### src/rtl/flash_accel.sv
module flash_accel #(
  parameter int AW  = 16,
  parameter int DW  = 32,
  parameter int WPL = 4,
  parameter int CW  = 3
) (
  input  logic                  clk,
  input  logic                  rst_n,
  input  logic [1:0]            mode,
  input  logic [CW-1:0]         fetch_cycles,
  input  logic                  invalidate,
  input  logic                  cpu_req,
  input  logic [AW-1:0]         cpu_addr,
  input  logic                  cpu_seq,
  input  logic                  cpu_instr,
  output logic                  cpu_ready,
  output logic [DW-1:0]         cpu_rdata,
  output logic                  fl_req,
  output logic [AW-$clog2(WPL)-$clog2(DW/8)-1:0] fl_addr,
  input  logic                  fl_rvalid,
  input  logic [DW*WPL-1:0]     fl_rline
);
  localparam int BO  = $clog2(DW/8);
  localparam int WIW = $clog2(WPL);
  localparam int OFF = WIW + BO;
  localparam int TW  = AW - OFF;
  localparam int LW  = DW * WPL;

  typedef enum logic [1:0] {S_IDLE, S_DEM, S_PF} st_t;

  st_t           st;
  logic [CW-1:0] cnt, n_eff;
  logic          need, have, stale;
  logic [LW-1:0] lbuf;
  logic          dem_instr;
  logic [1:0]    dem_mode;
  logic [TW-1:0] dem_tag;
  logic [WIW-1:0] dem_wi;
  logic [DW-1:0] hold;

  logic          i_v, p_v, d_v;
  logic [TW-1:0] i_tag, p_tag, d_tag;
  logic [LW-1:0] i_line, p_line, d_line;

  function automatic logic [DW-1:0] pick(input logic [LW-1:0] l, input logic [WIW-1:0] i);
    return l[i*DW +: DW];
  endfunction

  logic [TW-1:0]  a_tag;
  logic [WIW-1:0] a_wi;
  logic           unused_lsb;
  assign a_tag      = cpu_addr[AW-1:OFF];
  assign a_wi       = cpu_addr[OFF-1:BO];
  assign unused_lsb = ^cpu_addr[BO-1:0];

  assign n_eff = (fetch_cycles == '0) ? CW'(1) : fetch_cycles;

  logic hi_i, hi_p, hi_d, hit, use_latch, take;
  assign hi_i = i_v && (i_tag == a_tag);
  assign hi_p = p_v && (p_tag == a_tag);
  assign hi_d = d_v && (d_tag == a_tag);
  assign hit  = (cpu_instr ? (hi_i || hi_p) : hi_d) && !invalidate;
  assign take = (st == S_IDLE) && cpu_req;

  always_comb begin
    case (mode)
      2'd0:    use_latch = hit;
      2'd1:    use_latch = hit && cpu_instr && cpu_seq;
      default: use_latch = hit;
    endcase
  end

  logic [DW-1:0] lat_word;
  assign lat_word = !cpu_instr ? pick(d_line, a_wi) :
                    hi_i       ? pick(i_line, a_wi) : pick(p_line, a_wi);

  logic [LW-1:0] line_now;
  logic          done, pf_go;
  logic [TW-1:0] nxt_tag;
  assign line_now = have ? lbuf : fl_rline;
  assign done     = (st != S_IDLE) && (cnt <= CW'(1)) && (!need || have || fl_rvalid);
  assign nxt_tag  = dem_tag + 1'b1;
  assign pf_go    = dem_instr && (dem_mode != 2'd0) && !(p_v && p_tag == nxt_tag);

  always_ff @(posedge clk) begin
    if (!rst_n) begin
      st        <= S_IDLE;
      cnt       <= '0;
      need      <= 1'b0;
      have      <= 1'b0;
      stale     <= 1'b0;
      lbuf      <= '0;
      dem_instr <= 1'b0;
      dem_mode  <= 2'd0;
      dem_tag   <= '0;
      dem_wi    <= '0;
      hold      <= '0;
      i_v       <= 1'b0;
      p_v       <= 1'b0;
      d_v       <= 1'b0;
      i_tag     <= '0;
      p_tag     <= '0;
      d_tag     <= '0;
      i_line    <= '0;
      p_line    <= '0;
      d_line    <= '0;
      cpu_ready <= 1'b0;
      cpu_rdata <= '0;
      fl_req    <= 1'b0;
      fl_addr   <= '0;
    end else begin
      cpu_ready <= 1'b0;
      fl_req    <= 1'b0;
      if (fl_rvalid && need && st != S_IDLE) begin
        lbuf <= fl_rline;
        have <= 1'b1;
      end
      case (st)
        S_IDLE: if (take) begin
          dem_instr <= cpu_instr;
          dem_mode  <= mode;
          dem_tag   <= a_tag;
          dem_wi    <= a_wi;
          stale     <= 1'b0;
          have      <= 1'b0;
          st        <= S_DEM;
          if (use_latch) begin
            need <= 1'b0;
            cnt  <= (mode != 2'd0) ? CW'(1) : n_eff;
            hold <= lat_word;
            if (cpu_instr && !hi_i && hi_p) begin
              i_line <= p_line;
              i_tag  <= p_tag;
              i_v    <= 1'b1;
              p_v    <= 1'b0;
            end
          end else begin
            need    <= 1'b1;
            cnt     <= n_eff;
            fl_req  <= 1'b1;
            fl_addr <= a_tag;
          end
        end
        S_DEM: if (done) begin
          cpu_ready <= 1'b1;
          cpu_rdata <= need ? pick(line_now, dem_wi) : hold;
          if (need) begin
            if (dem_instr) begin
              i_line <= line_now;
              i_tag  <= dem_tag;
              i_v    <= !stale;
            end else begin
              d_line <= line_now;
              d_tag  <= dem_tag;
              d_v    <= !stale;
            end
          end
          if (pf_go) begin
            st      <= S_PF;
            fl_req  <= 1'b1;
            fl_addr <= nxt_tag;
            cnt     <= n_eff;
            need    <= 1'b1;
            have    <= 1'b0;
            stale   <= 1'b0;
          end else begin
            st <= S_IDLE;
          end
        end else begin
          cnt <= cnt - 1'b1;
        end
        S_PF: if (done) begin
          p_line <= line_now;
          p_tag  <= fl_addr;
          p_v    <= !stale;
          st     <= S_IDLE;
        end else begin
          cnt <= cnt - 1'b1;
        end
        default: st <= S_IDLE;
      endcase
      if (invalidate) begin
        i_v   <= 1'b0;
        p_v   <= 1'b0;
        d_v   <= 1'b0;
        stale <= 1'b1;
      end
    end
  end
endmodule

### config.mk
export PLATFORM = sky130hd
export DESIGN_NAME = flash_accel
export DESIGN_NICKNAME = d
export VERILOG_FILES = /design/src/rtl/flash_accel.sv
export SDC_FILE = /design/constraint.sdc
export NUM_CORES = 2
export LEC_CHECK = 0
export BUFFER_PORTS_ARGS = -buffer_cell sky130_fd_sc_hd__buf_2
export CAP_MARGIN = 20
export CORE_MARGIN = 10
export CORE_UTILIZATION = 50
export CTS_CLUSTER_DIAMETER = 30
export CTS_CLUSTER_SIZE = 16
export DETAILED_ROUTE_END_ITERATION = 6
export PLACE_DENSITY = 0.68
export SLEW_MARGIN = 10
export SYNTH_ARGS = -nofsm -noshare
export SYNTH_HDL_FRONTEND = slang
export SYNTH_SLANG_ARGS = --single-unit
### constraint.sdc
create_clock -name clk -period 3.82 [get_ports clk]
set_input_delay 0.382 -clock clk [delete_from_list [all_inputs] [get_ports clk]]
set_output_delay 0.382 -clock clk [all_outputs]
set_load 0.005 [all_outputs]
==> qor.txt <==
HPWL Detailed - 57200 um
MaxCap Viol Count - 0
Gpl congestion - 0.855
# diodes - 0
Clk sink count - 654
Antenna-violating nets left - 0
Commonest cells in the netlist - nand2_1, dfxtp_1, nor2_1
Synth-to-layout area growth - 26.8%
Cell row count - 89
Syn_nets - 3611
Synth top area cells - dfxtp_1, nand2_1, a211oi_1, mux2i_1, mux4_2
Tot GR Track Use - 25.7%
Die area - 70000 um2
Syn_area_per_cell - 8.67 um2
Number of global-route vias before repair - 26100
Core Footprint - 59100 um2
Largest net degree at the start of global routing - 233
# fillers - 4741
Main synth FF type - dfxtp_1
Count leader, synth - nand2_1
Ys async rst share - 0%
DRC viols - 0
Nets - 3826
Total power - 21.5 mW
Crit path launch type - flop
Worst slew pin tran - 1.10 ns
Synth cell types - 56
IO buf count - 199
Post-Syn Area - 29900 um2
Initial DRC count - 2473
Final setup TNS - 0 ns
EDFF count, synth - 0
Mux cell area share after synthesis - 14.7%
Vias - 26800
Finish-stage setup viols - 0
Max Transition Viols Final - 0
Die H - 264 um
Crit-path max FO - 12
Worst setup path class - reg -> reg
PD cells - 568 nW/um2
CTS max path bufs - 3
I/O pin cnt - 202
Post-CTS setup buffer count - 0
Avg WL per Cell - 20.3 um
Final Hold Viols - 0
Initial antenna violation count - 2
Initial Util - 50.5%
H-Tree Level Count - 4
CTS Root Buffer Type - clkbuf_16
VDD IR max - 396 uV
Flops & latches, synth - 654
HP Class - in -> reg
Seq/Total Area, Yosys - 43.8%
Post-DP Area - 31500 um2
Top-area cell type share of the netlist area - 43.8%
First-pass GRT wire length - 145000 um
Lkg Pwr - 13.4 nW
Min Tclk post-route - 3.23 ns
Post-route cell area - 37900 um2
Worst path arrival time - 3.82 ns
Status - completed
Slew headroom - 26.2%
Synth area leader - dfxtp_1
Post-Synth Simple-Gate Area - 14.6%
RSZ-0062 raised after global routing - no
Routed WL - 92200 um
Layout cell share with drive strength beyond 1 - 16.4%
Reg clk slew, reported paths - 0.04 ns
Number of CTS-inserted buffers - 140
CTS tree - yes
WP data required - 4.40 ns
Post-Synthesis Cells - 3448
Post-Synth Adder-Cell Area - 0.293%
Gr ovfl total - 0
Compound-Gate Fraction of Synth Area - 20.3%
Fmax - 309 MHz
Hold WS - 0.0426 ns
DR pass1 iterations - 6
Vias/cell - 5.88
Synth Area in XOR/XNOR - 1.75%
Yosys warns - 0
Die width - 264 um
Setup Skew - 0.0196 ns
Largest family of logic cells by synthesized area - compound AO/OA/AOI/OAI gates
Tcrit/Tclk final - 84.6%
Clk_lat worst skew - 0.71 ns
Worst setup EP type - flop
-- sequential cells by signal, summed over array words and instances, names as in the netlist, 2 cells and up --
signal	flops
p_line	128
dem_mode	2
dem_wi	2
cpu_rdata	32
p_tag	12
cnt	3
d_tag	12
st	2
lbuf	128
d_line	128
fl_addr	12
dem_tag	12
i_tag	12
hold	32
i_line	128
-- cell type report --
type	count	area (um2)	area share, %
timing repair buffer	409	3280	8.66
sequential	654	13100	34.6
multi-input combinational	2445	15500	40.9
tap	773	967	2.55
clock buffer	196	4130	10.9
inverter	13	58.8	0.155
clock inverter	59	860	2.27
-- metrics by stage --
| stage | utilization (%) | instances | worst slack [ns] |
|---|---|---|---|
| 5_1_grt | 64.1 | 4549 | 0.425 |
| 3_5_place_dp | 53.2 | 4150 | 0.660 |
| 2_1_floorplan | - | 3448 | 1.11 |
| 4_1_cts | 64.1 | 4549 | 0.674 |
| 6_report | 64.1 | 4549 | 0.587 |
| 3_3_place_gp | 53.2 | 4150 | 0.637 |
-- kinds of logic (layout without fill, tap and decap cells) --
logic type,Yosys count,in the layout
adder cells (fa/ha/maj),7,7
multiplexers,317,317
AO/OA/AOI/OAI,944,944
flip-flops,654,654
AND/OR/NAND/NOR,1119,1119
XOR/XNOR,58,58
buffers and inverters,349,677
-- cell usage in the layout, fill, tap and decap left out, types with 9 or more instances in the layout --
master         netlist  final
o22ai_1             32     32
a211oi_1           303    303
mux4_2              96     96
nand3_1             14     13
inv_1               13     11
clkbuf_1           278     21
clkinvlp_4           0      9
xnor2_1             49     49
nor2_1             351    351
mux2i_1            217    217
buf_2               23    198
bufinv_16            0     20
o211ai_1           140    140
o21ai_0             76     76
a21oi_1            334    334
buf_4                7     39
clkinv_2             0     21
dlygate4sd3_1        0    144
nand4_1             12     12
clkbuf_8             0     30
nand2_1            699    699
clkbuf_16            0    146
a21o_1              32     32
dfxtp_1            654    650
buf_12               0     27
-- report_power, final --
part,internal [mW],switching (mW)
combinational,0.659,1.13
clock,8.82,3.79
sequential,7.00,0.126
-- final timing paths --
| check | from | endpoint | slack [ns] | cells past startpoint |
|---|---|---|---|---|
| max | dem_tag[3]$_SDFFE_PN0P_ | fl_addr[5]$_SDFFE_PN0P_ | 0.59 | 8 |
| min | cpu_addr[12] | dem_tag[8]$_SDFFE_PN0P_ | 0.04 | 3 |
| max reg2reg | dem_tag[3]$_SDFFE_PN0P_ | fl_addr[5]$_SDFFE_PN0P_ | 0.59 | 8 |
| min reg2reg | i_line[61]$_SDFFE_PN0P_ | i_line[61]$_SDFFE_PN0P_ | 0.45 | 2 |
-- per-layer routing --
| layer | wire, um | GRT usage, % |
|---|---|---|
| met4 | 2280 | 9.80 |
| met2 | 40800 | 38.6 |
| met5 | 16 | 0 |
| met3 | 7410 | 5.99 |
| met1 | 41600 | 35.5 |
-- worst max-delay path: stages (launching register included) --
cell	delay, ns
dfxtp_1	0.54
nand3_1	0.37
a2111oi_0	0.57
o311ai_0	0.22
nor3_1	0.30
o211ai_1	0.19
o32ai_2	0.37
buf_12	0.20
mux2_2	0.34
-- timing repair --
| action | in CTS | in global routing |
|---|---|---|
| gates resized for setup | 0 | 0 |
| hold buffers | 144 | 0 |
| hold endpoints to repair | 144 | 0 |
Note: power is estimated with default switching activity, not from simulation.
